## src/rtl/cp_seq_pkg.sv

```systemverilog
package cp_seq_pkg;
  typedef enum logic [2:0] {PH_FIRST = 3'd0, PH_BUSY = 3'd1, PH_INTR = 3'd2,
                            PH_XFER = 3'd3, PH_DATA = 3'd4} phase_e;
  typedef enum logic [1:0] {RS_DONE = 2'd0, RS_BUSY = 2'd1, RS_CANT = 2'd2,
                            RS_INC = 2'd3} resp_e;
  typedef enum logic [2:0] {OP_WR = 3'd0, OP_RD = 3'd1, OP_DOP = 3'd2,
                            OP_LD = 3'd3, OP_ST = 3'd4} op_e;
  typedef enum logic [1:0] {CS_RESET = 2'd0, CS_FIQ = 2'd1, CS_IRQ = 2'd2} cause_e;
  typedef enum logic [3:0] {S_IDLE, S_ASK, S_WAIT, S_INTR, S_CCYC, S_ICYC,
                            S_XFER, S_LDATA, S_LREAD, S_SDATA} state_e;
endpackage

```

## src/rtl/cp_seq_intr_arb.sv

```systemverilog
module cp_seq_intr_arb
  import cp_seq_pkg::*;
(
  input  logic       rst_req_i,
  input  logic       fiq_i,
  input  logic       fiq_mask_i,
  input  logic       irq_i,
  input  logic       irq_mask_i,
  output logic       pend_o,
  output logic [1:0] cause_o
);
  logic fiq_live, irq_live;
  assign fiq_live = fiq_i & ~fiq_mask_i;
  assign irq_live = irq_i & ~irq_mask_i;
  assign pend_o   = rst_req_i | fiq_live | irq_live;

  always_comb begin
    if (rst_req_i)     cause_o = CS_RESET;
    else if (fiq_live) cause_o = CS_FIQ;
    else               cause_o = CS_IRQ;
  end
endmodule

```

## src/rtl/cp_seq_addr_chk.sv

```systemverilog
module cp_seq_addr_chk #(
  parameter int unsigned     AW         = 32,
  parameter logic [AW-1:0]   ADDR_LIMIT = 32'h0400_0000,
  parameter logic [AW-1:0]   VEC_END    = 32'h0000_0020
) (
  input  logic [AW-1:0] addr_i,
  input  logic          is_ld_i,
  input  logic          is_st_i,
  output logic          bad_o
);
  logic over, in_vec;
  assign over   = addr_i >= ADDR_LIMIT;
  assign in_vec = addr_i < VEC_END;
  // stores also refuse the vector region
  assign bad_o  = (is_ld_i & over) | (is_st_i & (over | in_vec));
endmodule

```

## src/rtl/cp_seq_addr_step.sv

```systemverilog
module cp_seq_addr_step #(
  parameter int unsigned AW   = 32,
  parameter int unsigned STEP = 4
) (
  input  logic          clk_i,
  input  logic          rst_ni,
  input  logic          load_i,
  input  logic [AW-1:0] base_i,
  input  logic          inc_i,
  output logic [AW-1:0] addr_o
);
  localparam logic [AW-1:0] StepW = AW'(STEP);

  always_ff @(posedge clk_i or negedge rst_ni) begin
    if (!rst_ni)     addr_o <= '0;
    else if (load_i) addr_o <= base_i;
    else if (inc_i)  addr_o <= addr_o + StepW;
  end
endmodule

```

## src/rtl/cp_handshake_seq.sv

```systemverilog
module cp_handshake_seq
  import cp_seq_pkg::*;
#(
  parameter int unsigned   DW         = 32,
  parameter int unsigned   AW         = 32,
  parameter logic [AW-1:0] ADDR_LIMIT = 32'h0400_0000,
  parameter logic [AW-1:0] VEC_END    = 32'h0000_0020
) (
  input  logic          clk_i,
  input  logic          rst_ni,
  input  logic          start_i,
  input  logic [2:0]    op_i,
  input  logic [AW-1:0] addr_i,
  input  logic [DW-1:0] wdata_i,
  input  logic [3:0]    flags_i,
  input  logic          rst_req_i,
  input  logic          fiq_i,
  input  logic          fiq_mask_i,
  input  logic          irq_i,
  input  logic          irq_mask_i,
  output logic          cp_valid_o,
  output logic [2:0]    cp_phase_o,
  output logic [DW-1:0] cp_data_o,
  input  logic [1:0]    cp_resp_i,
  input  logic [DW-1:0] cp_data_i,
  output logic          mem_req_o,
  output logic          mem_we_o,
  output logic [AW-1:0] mem_addr_o,
  output logic [DW-1:0] mem_wdata_o,
  input  logic [DW-1:0] mem_rdata_i,
  input  logic          mem_abort_i,
  output logic          idle_o,
  output logic          cop_o,
  output logic          done_o,
  output logic          undef_o,
  output logic          intr_o,
  output logic [1:0]    intr_cause_o,
  output logic          fault_o,
  output logic          dabort_o,
  output logic [DW-1:0] rd_data_o
);
  localparam int unsigned FlagW = 4;

  state_e        st_q, st_d;
  logic [2:0]    op_q;
  logic [DW-1:0] src_q, word_q;
  logic          retry_q, retry_d;
  logic          pend;
  logic [1:0]    cause;
  logic          bad;
  logic          ld_base, step, take_word, cap_rd, cap_flags;
  logic          e_done, e_undef, e_intr, e_fault, e_dab;

  cp_seq_intr_arb u_arb (
    .rst_req_i (rst_req_i), .fiq_i (fiq_i), .fiq_mask_i (fiq_mask_i),
    .irq_i (irq_i), .irq_mask_i (irq_mask_i), .pend_o (pend), .cause_o (cause)
  );

  cp_seq_addr_chk #(.AW(AW), .ADDR_LIMIT(ADDR_LIMIT), .VEC_END(VEC_END)) u_chk (
    .addr_i (addr_i), .is_ld_i (op_i == OP_LD), .is_st_i (op_i == OP_ST), .bad_o (bad)
  );

  cp_seq_addr_step #(.AW(AW), .STEP(4)) u_step (
    .clk_i (clk_i), .rst_ni (rst_ni), .load_i (ld_base), .base_i (addr_i),
    .inc_i (step), .addr_o (mem_addr_o)
  );

  always_comb begin
    st_d = st_q; retry_d = retry_q;
    ld_base = 1'b0; step = 1'b0; take_word = 1'b0; cap_rd = 1'b0; cap_flags = 1'b0;
    e_done = 1'b0; e_undef = 1'b0; e_intr = 1'b0; e_fault = 1'b0; e_dab = 1'b0;
    unique case (st_q)
      S_IDLE: if (start_i) begin
        ld_base = 1'b1;
        if (bad) e_fault = 1'b1;
        else begin st_d = S_ASK; retry_d = 1'b0; end
      end
      S_ASK: unique case (cp_resp_i)
        RS_BUSY: st_d = S_WAIT;
        RS_CANT: begin st_d = S_IDLE; e_undef = 1'b1; cap_flags = (op_q == OP_RD); end
        default: begin
          cap_rd = (op_q == OP_RD);
          unique case (op_q)
            OP_WR, OP_RD: st_d = S_CCYC;
            OP_LD:        st_d = S_XFER;
            OP_ST:        st_d = S_SDATA;
            default:      begin st_d = S_IDLE; e_done = 1'b1; end
          endcase
        end
      endcase
      S_WAIT: if (pend) st_d = S_INTR;
              else begin st_d = S_ASK; retry_d = 1'b1; end
      S_INTR: begin st_d = S_IDLE; e_intr = 1'b1; end
      S_CCYC: if (op_q == OP_RD) st_d = S_ICYC;
              else begin st_d = S_IDLE; e_done = 1'b1; end
      S_ICYC: begin st_d = S_IDLE; e_done = 1'b1; end
      S_XFER, S_LREAD: begin
        take_word = 1'b1;
        if (mem_abort_i) begin st_d = S_IDLE; e_dab = 1'b1; end
        else st_d = S_LDATA;
      end
      S_LDATA: if (cp_resp_i == RS_INC) begin step = 1'b1; st_d = S_LREAD; end
               else begin st_d = S_IDLE; e_done = 1'b1; end
      S_SDATA: if (mem_abort_i) begin st_d = S_IDLE; e_dab = 1'b1; end
               else if (cp_resp_i == RS_INC) step = 1'b1;
               else begin st_d = S_IDLE; e_done = 1'b1; end
      default: st_d = S_IDLE;
    endcase
  end

  always_ff @(posedge clk_i or negedge rst_ni) begin
    if (!rst_ni) begin
      st_q <= S_IDLE; retry_q <= 1'b0; op_q <= '0; src_q <= '0; word_q <= '0;
      rd_data_o <= '0; intr_cause_o <= '0;
      done_o <= 1'b0; undef_o <= 1'b0; intr_o <= 1'b0; fault_o <= 1'b0; dabort_o <= 1'b0;
    end else begin
      st_q <= st_d; retry_q <= retry_d;
      done_o <= e_done; undef_o <= e_undef; intr_o <= e_intr;
      fault_o <= e_fault; dabort_o <= e_dab;
      if (ld_base) begin op_q <= op_i; src_q <= wdata_i; end
      if (take_word) word_q <= mem_rdata_i;
      if (cap_rd) rd_data_o <= cp_data_i;
      if (cap_flags) rd_data_o <= {flags_i, {(DW-FlagW){1'b0}}};
      if (st_q == S_WAIT && pend) intr_cause_o <= cause;
    end
  end

  always_comb begin
    cp_valid_o = 1'b1;
    cp_phase_o = PH_DATA;
    unique case (st_q)
      S_ASK:           cp_phase_o = retry_q ? PH_BUSY : PH_FIRST;
      S_INTR:          cp_phase_o = PH_INTR;
      S_XFER:          cp_phase_o = PH_XFER;
      S_LDATA, S_SDATA: cp_phase_o = PH_DATA;
      default:         cp_valid_o = 1'b0;
    endcase
  end

  assign cp_data_o   = (st_q == S_LDATA) ? word_q : src_q;
  assign mem_req_o   = (st_q == S_XFER) || (st_q == S_LREAD) || (st_q == S_SDATA);
  assign mem_we_o    = (st_q == S_SDATA);
  assign mem_wdata_o = cp_data_i;
  assign idle_o      = (st_q == S_WAIT) || (st_q == S_ICYC);
  assign cop_o       = (st_q == S_CCYC);
endmodule

```

## config.mk

```make
export PLATFORM = sky130hd
export DESIGN_NAME = cp_handshake_seq
export DESIGN_NICKNAME = d
export VERILOG_FILES = /design/src/rtl/cp_seq_pkg.sv /design/src/rtl/cp_seq_intr_arb.sv /design/src/rtl/cp_seq_addr_chk.sv /design/src/rtl/cp_seq_addr_step.sv /design/src/rtl/cp_handshake_seq.sv
export SDC_FILE = /design/constraint.sdc
export NUM_CORES = 1
export LEC_CHECK = 0
export BUFFER_PORTS_ARGS = -buffer_cell sky130_fd_sc_hd__buf_2
export CAP_MARGIN = 5
export CORE_MARGIN = 3
export CORE_UTILIZATION = 35
export CTS_CLUSTER_SIZE = 25
export DETAILED_ROUTE_END_ITERATION = 12
export HOLD_SLACK_MARGIN = 0.15
export PLACE_DENSITY = 0.69
export RECOVER_POWER = 100
export SLEW_MARGIN = 20
export SYNTH_ARGS = -nofsm -noshare
export SYNTH_HDL_FRONTEND = slang
export SYNTH_SLANG_ARGS = --single-unit
export TNS_END_PERCENT = 100
```

## constraint.sdc

```tcl
create_clock -name clk_i -period 3.9 [get_ports clk_i]
set_clock_uncertainty 0.15 [all_clocks]
set_input_delay 0.195 -clock clk_i [delete_from_list [all_inputs] [get_ports clk_i]]
set_output_delay 0.195 -clock clk_i [all_outputs]
set_load 0.03 [all_outputs]
```

==> results of run 1 <==
worst max-delay path: stages (launching register included):
cell and delay [ns]:
sky130_fd_sc_hd__dfrtp_1 0.57, sky130_fd_sc_hd__nor4b_2 0.47, sky130_fd_sc_hd__nand2_1 0.22, sky130_fd_sc_hd__or3_1 0.82, sky130_fd_sc_hd__mux2i_1 0.31, sky130_fd_sc_hd__o21ai_0 0.10, sky130_fd_sc_hd__dlygate4sd3_1 0.60
what timing repair did:
item	in CTS	in global routing
hold buffers	145	0
setup buffers	0	0
endpoints found under the hold margin	207	0
worst paths after layout:
check / depth (start not counted) / to / start
max reg2reg: 6 / rd_data_o[31]$_DFFE_PN0P_ / st_q[1]$_DFFE_PN0P_
max in group asynchronous: 3 / rd_data_o[0]$_DFFE_PN0P_ / rst_ni
min in group asynchronous: 2 / u_step.addr_o[20]$_DFFE_PN0P_ / rst_ni
max: 6 / rd_data_o[31]$_DFFE_PN0P_ / st_q[1]$_DFFE_PN0P_
min reg2reg: 2 / src_q[1]$_DFFE_PN0P_ / src_q[1]$_DFFE_PN0P_
min: 5 / retry_q$_DFFE_PN0P_ / fiq_i
registers in the layout (all words and copies together), names as in the netlist:
| signal | cells |
|---|---|
| rd_data_o | 32 |
| word_q | 32 |
| retry_q | 1 |
| fault_o | 1 |
| src_q | 32 |
| done_o | 1 |
| dabort_o | 1 |
| st_q | 4 |
| op_q | 3 |
| intr_o | 1 |
| intr_cause_o | 2 |
| undef_o | 1 |
| u_step.addr_o | 32 |
report_power, final:
group	switching (mW)	internal, mW	total [mW]
Sequential	0.531	2.16	2.69
Combinational	2.35	1.18	3.53
Clock	0.651	1.03	1.68
Total	3.53	4.36	7.90
layout by cell type, fill, tap and decap left out, types with 5 or more instances in the layout:
| master | synthesis | layout |
|---|---|---|
| sky130_fd_sc_hd__a21oi_1 | 40 | 40 |
| sky130_fd_sc_hd__and2_1 | 7 | 6 |
| sky130_fd_sc_hd__and4_1 | 5 | 5 |
| sky130_fd_sc_hd__buf_2 | 4 | 147 |
| sky130_fd_sc_hd__clkbuf_1 | 34 | 142 |
| sky130_fd_sc_hd__clkbuf_16 | 0 | 17 |
| sky130_fd_sc_hd__dfrtp_1 | 143 | 143 |
| sky130_fd_sc_hd__dlygate4sd3_1 | 0 | 145 |
| sky130_fd_sc_hd__inv_1 | 8 | 8 |
| sky130_fd_sc_hd__mux2_2 | 64 | 62 |
| sky130_fd_sc_hd__mux2i_1 | 5 | 5 |
| sky130_fd_sc_hd__nand2_1 | 217 | 217 |
| sky130_fd_sc_hd__nand2b_1 | 6 | 6 |
| sky130_fd_sc_hd__nand3_1 | 6 | 5 |
| sky130_fd_sc_hd__nand4_1 | 6 | 6 |
| sky130_fd_sc_hd__nor2_1 | 28 | 27 |
| sky130_fd_sc_hd__nor3_1 | 8 | 8 |
| sky130_fd_sc_hd__nor4_1 | 18 | 18 |
| sky130_fd_sc_hd__o21ai_0 | 34 | 35 |
| sky130_fd_sc_hd__xnor2_1 | 20 | 20 |
| sky130_fd_sc_hd__xor2_1 | 7 | 7 |
per-stage QoR:
stage / cells / hold slack [ns] / util [%] / worst slack (ns) / instance area [µm²]
floorplan: 746 / -0.2506 / - / 1.227 / 7094
global placement: 1234 / 0.07702 / 43.51 / 1.120 / 8578
detailed placement: 1234 / 0.07636 / 43.51 / 1.007 / 8578
CTS: 1410 / 0.1971 / 53.93 / 0.4798 / 10630
global route: 1411 / 0.2758 / 52.76 / 0.2813 / 10400
finish: 1412 / 0.2543 / 52.77 / 0.5186 / 10410
synth_stat cells, drive strengths merged (2+ instances only):
library cell    n
xnor2          20
nor3            9
ha              4
or3             3
nand2b          6
buf            39
nand3           6
inv             8
o22ai           4
o2111ai         2
o21ai          35
and4            5
nor2           28
mux2i           5
nor2b           2
nand3b          4
or2             2
a21oi          40
nor4b           4
nand4           7
nand2         217
clkbuf         34
mux2           64
and2            7
nor4           18
xor2            7
and3            4
a31oi           4
dfrtp         143
routing by layer:
metal / track usage [%] / vias to the layer above / wire length (µm)
met5: 0 / - / 0
met4: 10.39 / 0 / 913
met3: 5.241 / 63 / 1467
met2: 36.47 / 275 / 11480
met1: 23.39 / 3280 / 9126
li1: - / 3279 / -
cells by family (layout without fill, tap and decap cells):
| group | Yosys count | after routing | synth area share (%) |
|---|---|---|---|
| DFF | 143 | 143 | 50.44 |
| adders and majority gates | 4 | 4 | 0.7055 |
| and+or+nand+nor | 326 | 326 | 20.86 |
| other | 0 | 2 | 0 |
| xor gates and xnor gates | 27 | 27 | 3.333 |
| buffers and inverters | 81 | 480 | 6.155 |
| AOI/OAI and AO/OA | 96 | 96 | 7.637 |
| muxes | 69 | 69 | 10.86 |
layout make-up:
class / instances / area [µm²]
antenna: 2 / 5.005
tap: 265 / 331.6
inverter: 8 / 30.03
timing repair buffer: 441 / 2781
clock inverter: 12 / 161.4
fill: 1816 / 9313
multi-input combinational: 522 / 3074
sequential: 143 / 3578
clock buffer: 19 / 442.9
==> Implementation_results.wiki, run 1 <==
{| class="wikitable"
! Metric !! Value
|-
| Data required time of the critical path || between 4 and 5 ns
|-
| Max-slew headroom at the worst pin || -22.18%
|-
| Total via count in the routed design || slightly below 7k
|-
| Number of cells upsized or downsized after cts || 0
|-
| Cell Pwr Density || around 760 nW/µm²
|-
| Die outline height || around 150 µm
|-
| Max rail drop VDD || ~0.37 mV
|-
| Maximum number of pins on one net before global-route repair || 77
|-
| Estimated wirelength of the detail-placed design || roughly 15000 µm
|-
| Count of unresolved DRC violations after routing || 0
|-
| Clock-pin slew on the worst setup and hold paths || ~0.060 ns
|-
| Initial antenna violation count || 1
|-
| Drt first pass iters || 5
|-
| Leakage || 4.721 nW
|-
| Yosys warning count || 0
|-
| Ratio of cells with drive above 1 in the final layout || ~22%
|-
| Distinct cells, synth || 52
|-
| Fin nets || about 1.3k
|-
| Number of H-tree levels || 4
|-
| Via count of the first global-routing pass || around 7.3k
|-
| Share of flip-flops with an asynchronous set or reset after synthesis || 100.0%
|-
| Number of synthesized register bits || between 100 and 150
|-
| Violations in the final reports || max-capacitance violations, max-slew violations
|-
| Die Wd || between 100 and 150 µm
|-
| Largest driver fanout on the critical path || 32
|-
| Post-synthesis net count || between 800 and 900
|-
| Class of the worst hold path || in -> reg
|-
| Antenna violation net count after detailed routing || 0
|-
| Worst slew pin tran || between 1.5 and 2 ns
|-
| Global Route Usage Sum || 20.74%
|-
| Std-Cell Rows || just over 50
|-
| Initial cell density of the core || between 30% and 40%
|-
| Synthesized cell area || roughly 7100 µm²
|-
| Largest cells by area after synthesis || sky130_fd_sc_hd__dfrtp_1 (50%), sky130_fd_sc_hd__nand2_1 (11%), sky130_fd_sc_hd__mux2_2 (10%)
|-
| Clock latency reported for the late side of the worst-skew pair || 0.41 ns
|-
| Area growth, synth to finish || 46.67%
|-
| Setup slack of the most critical reg-to-reg path || 0.52 ns
|-
| Number of setup violations in the final report || 0
|-
| Number of primary I/O pins || a little under 300
|-
| Number of pins exceeding their max-slew limit in the final report || ~130
|-
| Ratio of final minimum period to clock period || roughly 87%
|-
| Routability-driven placement congestion ratio || 0.7851
|-
| Clock root buffer master || sky130_fd_sc_hd__clkbuf_16
|-
| Kind of start point of the critical path || flop
|-
| Wirelength, routed || about 23000 µm
|-
| Total power of the final layout || about 8 mW
|-
| Critical path capture point type || flop
|-
| Fraction of synthesized cell area taken by the top area cell type || around 50%
|-
| Final Critical Period || 3.381 ns
|-
| TritonCTS clock tree || built
|-
| Maximum clock rate || 295.7 MHz
|-
| Part of the Yosys area used for sequential elements || 50.44%
|-
| Die area || around 22000 µm²
|-
| Routed via count divided by cell count || 4.885
|-
| First-pass GRT wire length || 36680 µm
|-
| Crit path kind || reg -> reg
|-
| Core area || 19720 µm²
|-
| Total Negative Setup Slacks || 0 ns
|-
| Final count of hold timing violations || 0
|-
| Number of maximum-capacitance constraint violations || 3
|-
| Count of routing violations after the opening detailed-route iteration || roughly 290
|-
| Number of buffers created by CTS || 17
|-
| Leading area contributor after synthesis || sky130_fd_sc_hd__dfrtp_1
|-
| RSZ-0062 raised after global routing || false
|-
| Primary FF master, synth || sky130_fd_sc_hd__dfrtp_1
|-
| GRT overflow || 0
|-
| Average wire per cell in the routed design || ~16 µm
|-
| CTS Sinks || around 140
|-
| Average cell area after synthesis || 9.510 µm²
|-
| Number of synthesized flops with an enable pin || 0
|-
| Max Buffers Root-to-Sink || 2
|-
| Count of port buffers added during placement || between 200 and 300
|-
| Number of cells produced by synthesis || ~750
|-
| Data arrival time at the worst-slack endpoint || between 3 and 4 ns
|-
| Run status || finished, violations left
|}
No activity file was read; power rests on OpenSTA's default activity.
==> inputs of run 2 (changes only) <==
--- a/config.mk
+++ b/config.mk
@@ -7,12 +7,14 @@
 export LEC_CHECK = 0
 export BUFFER_PORTS_ARGS = -buffer_cell sky130_fd_sc_hd__buf_2
 export CAP_MARGIN = 5
+export CELL_PAD_IN_SITES_DETAIL_PLACEMENT = 2
+export CELL_PAD_IN_SITES_GLOBAL_PLACEMENT = 2
 export CORE_MARGIN = 3
-export CORE_UTILIZATION = 35
+export CORE_UTILIZATION = 30
 export CTS_CLUSTER_SIZE = 25
 export DETAILED_ROUTE_END_ITERATION = 12
 export HOLD_SLACK_MARGIN = 0.15
-export PLACE_DENSITY = 0.69
+export PLACE_DENSITY = 0.93
 export RECOVER_POWER = 100
 export SLEW_MARGIN = 20
 export SYNTH_ARGS = -nofsm -noshare
==> run 2 against run 1 <==
Net effect:
- the flow still finishes with violations (max-capacitance violations, max-slew violations)
- combinational power up 9.6%
- clock-buffer cell count down 2
- routed wire length up 57%
- design area up 1.1%
- sequential power up 7.4%
- cell count up 3.8%
- core utilization down 6.9 points
- total power up 7.5%
- critical path type unchanged
- highest routed layer unchanged
==> Implementation_results.wiki, run 2 (synthesized netlist as in run 1, its figures left out) <==
{| class="wikitable"
! Metric !! Value
|-
| Number of H-tree levels || 4
|-
| Fillers || between 2k and 3k
|-
| Core area || 22920 µm²
|-
| Dominant cell type by count on the critical path || sky130_fd_sc_hd__nor2_1
|-
| Post-route insts no fill || 1466
|-
| Critical path capture point type || flop
|-
| Max Buffers Root-to-Sink || 2
|-
| Number of setup violations in the final report || 0
|-
| Maximum number of pins on one net before global-route repair || around 90
|-
| Cell count after placement || between 1k and 1.5k
|-
| Die outline height || 159.8 µm
|-
| Fin nets || 1285
|-
| Ratio of cells with drive above 1 in the final layout || a little over a fifth
|-
| Area taken by flip-flops and latches || approximately 3600 µm²
|-
| Leakage || around 4.8 nW
|-
| Max-slew headroom at the worst pin || -63.03%
|-
| Largest stage delay on the critical path || a little over 0.8 ns
|-
| Via count of the first global-routing pass || between 8k and 9k
|-
| Count of unresolved DRC violations after routing || 0
|-
| Total net switching power || around 4.2 mW
|-
| Initial cell density of the core || a little under a third
|-
| Crit path kind || reg -> reg
|-
| Run status || finished, violations left
|-
| Clock latency reported for the late side of the worst-skew pair || 0.44 ns
|-
| Max rail drop VDD || 0.3566 mV
|-
| Antenna violation net count after detailed routing || 0
|-
| Switch share || around half
|-
| Cell with the largest stage delay on the worst path || sky130_fd_sc_hd__nand3_1
|-
| Class of the worst hold path || in -> reg
|-
| Kind of start point of the critical path || flop
|-
| Ratio of final minimum period to clock period || 84.43%
|-
| Die area || 25530 µm²
|-
| Violations in the final reports || max-capacitance violations, max-slew violations
|-
| Total Negative Setup Slacks || 0 ns
|-
| Number of buffers inserted by post-CTS setup repair || 0
|-
| Estimated wirelength of the detail-placed design || ~20000 µm
|-
| Routed via count divided by cell count || about 5.1
|-
| RSZ-0062 raised after global routing || false
|-
| Count of port buffers added during placement || 288
|-
| Wirelength, routed || ~36000 µm
|-
| CTS Sinks || approximately 140
|-
| Number of maximum-capacitance constraint violations || 1
|-
| Maximum clock rate || between 300 and 400 MHz
|-
| Drt first pass iters || 5
|-
| Sequential share of power || between 30% and 40%
|-
| Crit-path cells || nor2_1, nand3_1, clkbuf_2, nor2_1, a31oi_1
|-
| Count of routing violations after the opening detailed-route iteration || between 400 and 500
|-
| Number of primary I/O pins || 289
|-
| First-pass GRT wire length || approximately 55000 µm
|-
| Final count of hold timing violations || 0
|-
| Number of pins exceeding their max-slew limit in the final report || 87
|-
| Cell count of the worst hold path || 5
|-
| Data required time of the critical path || 3.99 ns
|-
| Routability-driven placement congestion ratio || a little under 0.8
|-
| Number of buffers created by CTS || 17
|-
| Final Critical Period || 3.293 ns
|-
| Most frequent cells in the layout || sky130_fd_sc_hd__nand2_1 (217), sky130_fd_sc_hd__buf_2 (152), sky130_fd_sc_hd__dlygate4sd3_1 (145)
|-
| Total via count in the routed design || roughly 7.4k
|-
| Worst slew pin tran || 2.446 ns
|-
| Most frequent standard cell in the layout excluding fill and tap cells || sky130_fd_sc_hd__nand2_1
|-
| Clock root buffer master || sky130_fd_sc_hd__clkbuf_16
|-
| Largest driver fanout on the critical path || 32
|-
| TritonCTS clock tree || built
|-
| Global Route Usage Sum || roughly 28%
|-
| Area growth, synth to finish || 48.27%
|-
| Data arrival time at the worst-slack endpoint || approximately 3.4 ns
|-
| GRT overflow || 0
|-
| Die Wd || ~160 µm
|-
| Clock-pin slew on the worst setup and hold paths || roughly 0.08 ns
|-
| Std-Cell Rows || 55
|-
| Average wire per cell in the routed design || between 20 and 25 µm
|-
| Relative contribution of combinational cells to total power || 45.6%
|-
| Cell Pwr Density || 806.6 nW/µm²
|-
| Initial antenna violation count || 5
|-
| P_int || ~4.3 mW
|-
| Clk network pwr share || around a fifth
|-
| Cells on worst reg2reg path || 5
|-
| Multi-input combinational cell area || roughly 3000 µm²
|}
==> run 2: power by group through the flow <==
stage	Sequential, mW	Clock [mW]	Combinational, mW
2_1_floorplan	3.19	0	1.93
4_1_cts	2.76	1.73	3.83
6_report	2.89	1.73	3.87
5_1_grt	2.96	1.83	4.14
3_3_place_gp	2.70	0	3.49
3_5_place_dp	2.78	0	3.65
==> run 2: path summary, 6_finish.rpt <==
check	from	endpoint	slack (ns)
setup / recovery	st_q[2]$_DFFE_PN0P_	u_step.addr_o[31]$_DFFE_PN0P_	0.61
hold / removal	irq_mask_i	retry_q$_DFFE_PN0P_	0.27
setup reg to reg	st_q[2]$_DFFE_PN0P_	u_step.addr_o[31]$_DFFE_PN0P_	0.61
hold reg to reg	src_q[7]$_DFFE_PN0P_	src_q[7]$_DFFE_PN0P_	0.34
max in group asynchronous	rst_ni	word_q[7]$_DFFE_PN0N_	1.25
min in group asynchronous	rst_ni	rd_data_o[13]$_DFFE_PN0P_	0.90
==> run 2: worst max-delay path: cells and delay by family, from the launching register on <==
| kind | cells | cell delay (ns) |
|---|---|---|
| AO/OA/AOI/OAI | 1 | 0.11 |
| AND/OR/NAND/NOR | 3 | 1.52 |
| flip-flops | 1 | 0.59 |
| buffers and inverters | 1 | 0.73 |
==> run 2: cell type report <==
type,instances,share of cell area (%)
Tap cell,313,3.723
Timing Repair Buffer,443,26.78
Multi-Input combinational cell,522,29.39
Clock inverter,15,1.641
Clock buffer,17,4.044
Inverter,8,0.2855
Sequential cell,143,34.02
Antenna cell,5,0.1189
==> run 2: timing repair <==
action | in CTS | in global routing
gates resized for setup | 0 | 0
hold buffers | 145 | 0
endpoints found under the hold margin | 226 | 0
==> run 2: metrics by stage <==
| step | util [%] | power, mW | instance area (µm²) | worst slack (ns) | hold WS, ns |
|---|---|---|---|---|---|
| 6_report | 45.90 | 8.485 | 10520 | 0.6071 | 0.2656 |
| 5_1_grt | 45.90 | 8.933 | 10520 | 0.3474 | 0.3279 |
| 4_1_cts | 46.67 | 8.324 | 10700 | 0.7388 | 0.2495 |
| 3_5_place_dp | 37.73 | 6.437 | 8646 | 1.269 | 0.1961 |
| 3_3_place_gp | 37.73 | 6.187 | 8646 | 1.354 | 0.1887 |
| 2_1_floorplan | - | 5.119 | 7094 | 1.227 | -0.2506 |
==> run 2: metal layers <==
layer | GRT usage [%] | vias to the layer above | part of all wire, %
met5 | 0 | - | 0
met4 | 10.34 | 0 | 3.0
met3 | 6.615 | 76 | 5.5
met2 | 52.35 | 328 | 54
met1 | 29.82 | 3758 | 37
li1 | - | 3271 | -
==> inputs of run 3 (changes only) <==
--- a/config.mk
+++ b/config.mk
@@ -5,16 +5,17 @@
 export SDC_FILE = /design/constraint.sdc
 export NUM_CORES = 1
 export LEC_CHECK = 0
+export ABC_AREA = 1
 export BUFFER_PORTS_ARGS = -buffer_cell sky130_fd_sc_hd__buf_2
 export CAP_MARGIN = 5
 export CELL_PAD_IN_SITES_DETAIL_PLACEMENT = 2
 export CELL_PAD_IN_SITES_GLOBAL_PLACEMENT = 2
 export CORE_MARGIN = 3
-export CORE_UTILIZATION = 30
+export CORE_UTILIZATION = 24
 export CTS_CLUSTER_SIZE = 25
 export DETAILED_ROUTE_END_ITERATION = 12
 export HOLD_SLACK_MARGIN = 0.15
-export PLACE_DENSITY = 0.93
+export PLACE_DENSITY = 0.85
 export RECOVER_POWER = 100
 export SLEW_MARGIN = 20
 export SYNTH_ARGS = -nofsm -noshare
==> constraint.sdc (replaced) <==
create_clock -name clk_i -period 2.7 [get_ports clk_i]
set_clock_uncertainty 0.15 [all_clocks]
set_input_delay 0.135 -clock clk_i [delete_from_list [all_inputs] [get_ports clk_i]]
set_output_delay 0.135 -clock clk_i [all_outputs]
set_load 0.03 [all_outputs]
==> run 3 against run 2 <==
Net effect:
- the run now ends clean
- core utilization shrank 10 points
- hold slack gained 0.016 ns
- design area grew 7.2%
- sequential power grew 40%
- via count grew 19%
- flip-flop and latch count is the same
- cell count grew 27%
- die area grew 35%
- first-iteration DRC count shrank 7.5%
- sequential share of layout area shrank 2.3 points
- synthesized cell count grew 41%
- combinational power grew 62%
- critical endpoint is now cp_data_o[8]
- largest cell class unchanged
- largest power group unchanged
- highest routed layer is now met5
==> Implementation_results.wiki, run 3 <==
{| class="wikitable"
! Metric !! Value
|-
| Final Critical Period || 2.535 ns
|-
| Share of flip-flops with an asynchronous set or reset after synthesis || 100.0%
|-
| Initial antenna violation count || 5
|-
| Most frequent cells in the layout || sky130_fd_sc_hd__nand2_1 (368), sky130_fd_sc_hd__dlygate4sd3_1 (148), sky130_fd_sc_hd__buf_2 (146)
|-
| Data required time of the critical path || 2.41 ns
|-
| Die outline height || approximately 190 µm
|-
| Kind of start point of the critical path || flop
|-
| Die Wd || between 150 and 200 µm
|-
| Number of buffers created by CTS || 17
|-
| Cell Pwr Density || 1141 nW/µm²
|-
| Number of maximum-capacitance constraint violations || 0
|-
| Combinational family with the most area after synthesis || simple AND/OR/NAND/NOR gates
|-
| Average wire per cell in the routed design || between 20 and 25 µm
|-
| Run status || finished, final reports clean
|-
| Number of H-tree levels || 4
|-
| CTS Sinks || between 100 and 150
|-
| Maximum clock rate || around 390 MHz
|-
| Clock latency reported for the late side of the worst-skew pair || 0.44 ns
|-
| Leading area contributor after synthesis || sky130_fd_sc_hd__dfrtp_1
|-
| Number of buffer and inverter instances along the worst setup path || 4
|-
| Initial cell density of the core || about a quarter
|-
| Number of cells produced by synthesis || 1051
|-
| Antenna violation net count after detailed routing || 0
|-
| Largest cells by area after synthesis || sky130_fd_sc_hd__dfrtp_1 (46%), sky130_fd_sc_hd__nand2_1 (18%), sky130_fd_sc_hd__o21ai_0 (5.8%)
|-
| Part of the Yosys area used for sequential elements || 46.31%
|-
| Ratio of cells with drive above 1 in the final layout || about 17%
|-
| Uppermost routed layer || met5
|-
| Yosys warning count || 0
|-
| Wirelength, routed || 38670 µm
|-
| Hold_sp || wdata_i[25]
|-
| Crit path to || cp_data_o[8]
|-
| Cell with the largest stage delay on the worst path || sky130_fd_sc_hd__dfrtp_1
|-
| Ratio of final minimum period to clock period || 93.88%
|-
| Count of unresolved DRC violations after routing || 0
|-
| Average cell area after synthesis || between 7 and 8 µm²
|-
| Share of the core filled with cells || a little over a third
|-
| Cell with the most instances after synthesis || sky130_fd_sc_hd__nand2_1
|-
| Startpoint of the worst register-to-register path || st_q[2]$_DFFE_PN0P_
|-
| Drt first pass iters || 5
|-
| Fin nets || around 1.6k
|-
| Synthesized cell area || 7727 µm²
|-
| Top cells by instance count after synthesis || sky130_fd_sc_hd__nand2_1 (367), sky130_fd_sc_hd__dfrtp_1 (143), sky130_fd_sc_hd__inv_1 (90), sky130_fd_sc_hd__o21ai_0 (90), sky130_fd_sc_hd__nor2_1 (88)
|-
| Clock root buffer master || sky130_fd_sc_hd__clkbuf_16
|-
| Number of synthesized flops with an enable pin || 0
|-
| Cells on worst reg2reg path || 9
|-
| Routed via count divided by cell count || 4.734
|-
| Post-synthesis simple-gate area fraction || 31.02%
|-
| Critical path capture point type || primary output
|-
| Largest driver fanout on the critical path || 66
|-
| RSZ-0062 raised after global routing || false
|-
| Core area || around 32000 µm²
|-
| Global Route Usage Sum || around 22%
|-
| Worst slew pin tran || 0.9084 ns
|-
| Die area || ~34000 µm²
|-
| Number of gates on the worst path with buffers counted || 7
|-
| Count of port buffers added during placement || 288
|-
| Total Negative Setup Slacks || 0 ns
|-
| Data arrival time at the worst-slack endpoint || roughly 2.3 ns
|-
| Mux cell area share after synthesis || 0.1457%
|-
| Met1 WL || roughly 16000 µm
|-
| Fraction of synthesized cell area taken by the top area cell type || 46.31%
|-
| Synthesized-area fraction occupied by ao, oa, aoi and oai cells || about a tenth
|-
| Number of setup violations in the final report || 0
|-
| DR WL met3 || between 1500 and 2000 µm
|-
| Post-synthesis net count || 1201
|-
| Number of pins exceeding their max-slew limit in the final report || 0
|-
| Maximum number of pins on one net before global-route repair || 67
|-
| Count of routing violations after the opening detailed-route iteration || a little under 400
|-
| Post-route insts no fill || between 1.5k and 2k
|-
| Reg2reg end || rd_data_o[30]$_DFFE_PN0P_
|-
| Cell count after placement || around 1.7k
|-
| Routability-driven placement congestion ratio || between 0.8 and 0.9
|-
| Distinct cells, synth || 34
|-
| Clock-pin slew on the worst setup and hold paths || roughly 0.070 ns
|-
| Total via count in the routed design || 8825
|-
| Std-Cell Rows || 65
|-
| Setup slack of the most critical reg-to-reg path || around 0.18 ns
|-
| Final count of hold timing violations || 0
|-
| Crit-path cells || inv_1, nor2_2, inv_2, nor2_1, bufinv_8, o21ai_0, clkbuf_2
|-
| Crit path kind || reg -> out
|-
| Leakage || 5.588 nW
|-
| Number of buffers inserted by post-CTS setup repair || 0
|-
| Origin of the worst setup path || st_q[2]$_DFFE_PN0P_
|-
| TritonCTS clock tree || built
|-
| Met2 wire length || about 20000 µm
|-
| Largest stage delay on the critical path || around 0.44 ns
|-
| Most frequent standard cell in the layout excluding fill and tap cells || sky130_fd_sc_hd__nand2_1
|-
| Number of primary I/O pins || about 290
|-
| Xor-xnor portion of the synthesized cell area || less than 1%
|-
| First-pass GRT wire length || just under 60000 µm
|-
| Via count of the first global-routing pass || roughly 10k
|-
| GRT overflow || 0
|-
| Max-slew headroom at the worst pin || between 30% and 40%
|-
| Number of synthesized register bits || 143
|-
| Primary FF master, synth || sky130_fd_sc_hd__dfrtp_1
|-
| Estimated wirelength of the detail-placed design || ~24000 µm
|-
| Area growth, synth to finish || 45.94%
|-
| Class of the worst hold path || in -> reg
|-
| Max Buffers Root-to-Sink || 2
|-
| Max rail drop VDD || 0.4514 mV
|-
| Adder and majority gate portion of the synthesized area || 0.6477%
|-
| Family with the most delay on the worst path || buffers and inverters
|}
[run 3: cell types whose count changed after synthesis, sizes merged, moves of 28 or more]
cell | previous run | this run
nand2 | 217 | 371
mux2 | 64 | 1
nor2 | 28 | 95
inv | 8 | 100
o21ai | 35 | 119
nand3 | 6 | 85
a21oi | 40 | 12
[run 3: cell type report]
type / count / area, µm²
Tap cell: 402 / 503.0
Antenna cell: 3 / 7.507
Inverter: 100 / 391.6
Fill cell: 3692 / 20360
Multi-Input combinational cell: 729 / 3258
Clock inverter: 14 / 181.4
Clock buffer: 17 / 425.4
Sequential cell: 143 / 3580
Timing Repair Buffer: 456 / 2930
[run 3: per-stage QoR]
stage,area (µm²),worst slack (ns),hold WS (ns),power (mW)
global placement,9358,0.3037,0.02555,9.734
CTS,11480,0.1131,0.2439,12.85
floorplan,7727,0.2732,-0.3106,7.925
detailed placement,9358,0.1767,0.02766,10.02
finish,11280,0.1651,0.2818,12.86
global route,11280,0.01974,0.2866,13.77
[run 3: worst min path at each step]
stage                                            to  slack, ns  depth (start not counted)
after floorplan                  dabort_o$_DFF_PN0_      -0.31                          0
after global placement    rd_data_o[19]$_DFFE_PN0P_       0.03                          1
after detailed placement  rd_data_o[19]$_DFFE_PN0P_       0.03                          1
after CTS                     src_q[22]$_DFFE_PN0P_       0.24                          4
after global routing          src_q[17]$_DFFE_PN0P_       0.29                          4
final                         src_q[25]$_DFFE_PN0P_       0.28                          4
[run 3: power breakdown]
part / internal [mW] / total (mW) / switching, mW
clock: 1.47 / 2.54 / 1.08
combinational: 1.72 / 6.28 / 4.55
sequential: 3.15 / 4.04 / 0.892
[run 3: timing repair]
action                                  4_1_cts  5_1_grt
endpoints found under the setup margin       32       33
resized for setup                             1       11
hold buffers                                149        0
hold endpoints to repair                    285        0
[run 3: logic make-up (layout without fill, tap and decap cells)]
family / Yosys count / after routing
compound gates: 144 / 144
xor+xnor: 5 / 5
fa+ha+maj: 4 / 4
buf+inv: 179 / 587
flops: 143 / 143
mux: 1 / 1
other cells: 0 / 3
simple gates: 575 / 575
[run 3: metal layers]
| layer | up-vias | GRT usage [%] |
|---|---|---|
| met5 | - | 0 |
| met4 | 4 | 7.713 |
| met3 | 70 | 4.772 |
| met2 | 280 | 41.20 |
| met1 | 4393 | 25.06 |
| li1 | 4078 | - |
[run 3: worst reg2reg max path: cells and delay by family, from the launching register on]
kind | cells | cell delay [ns]
compound gates | 2 | 0.35
buf+inv | 2 | 0.78
flops | 1 | 0.44
simple gates | 5 | 0.71
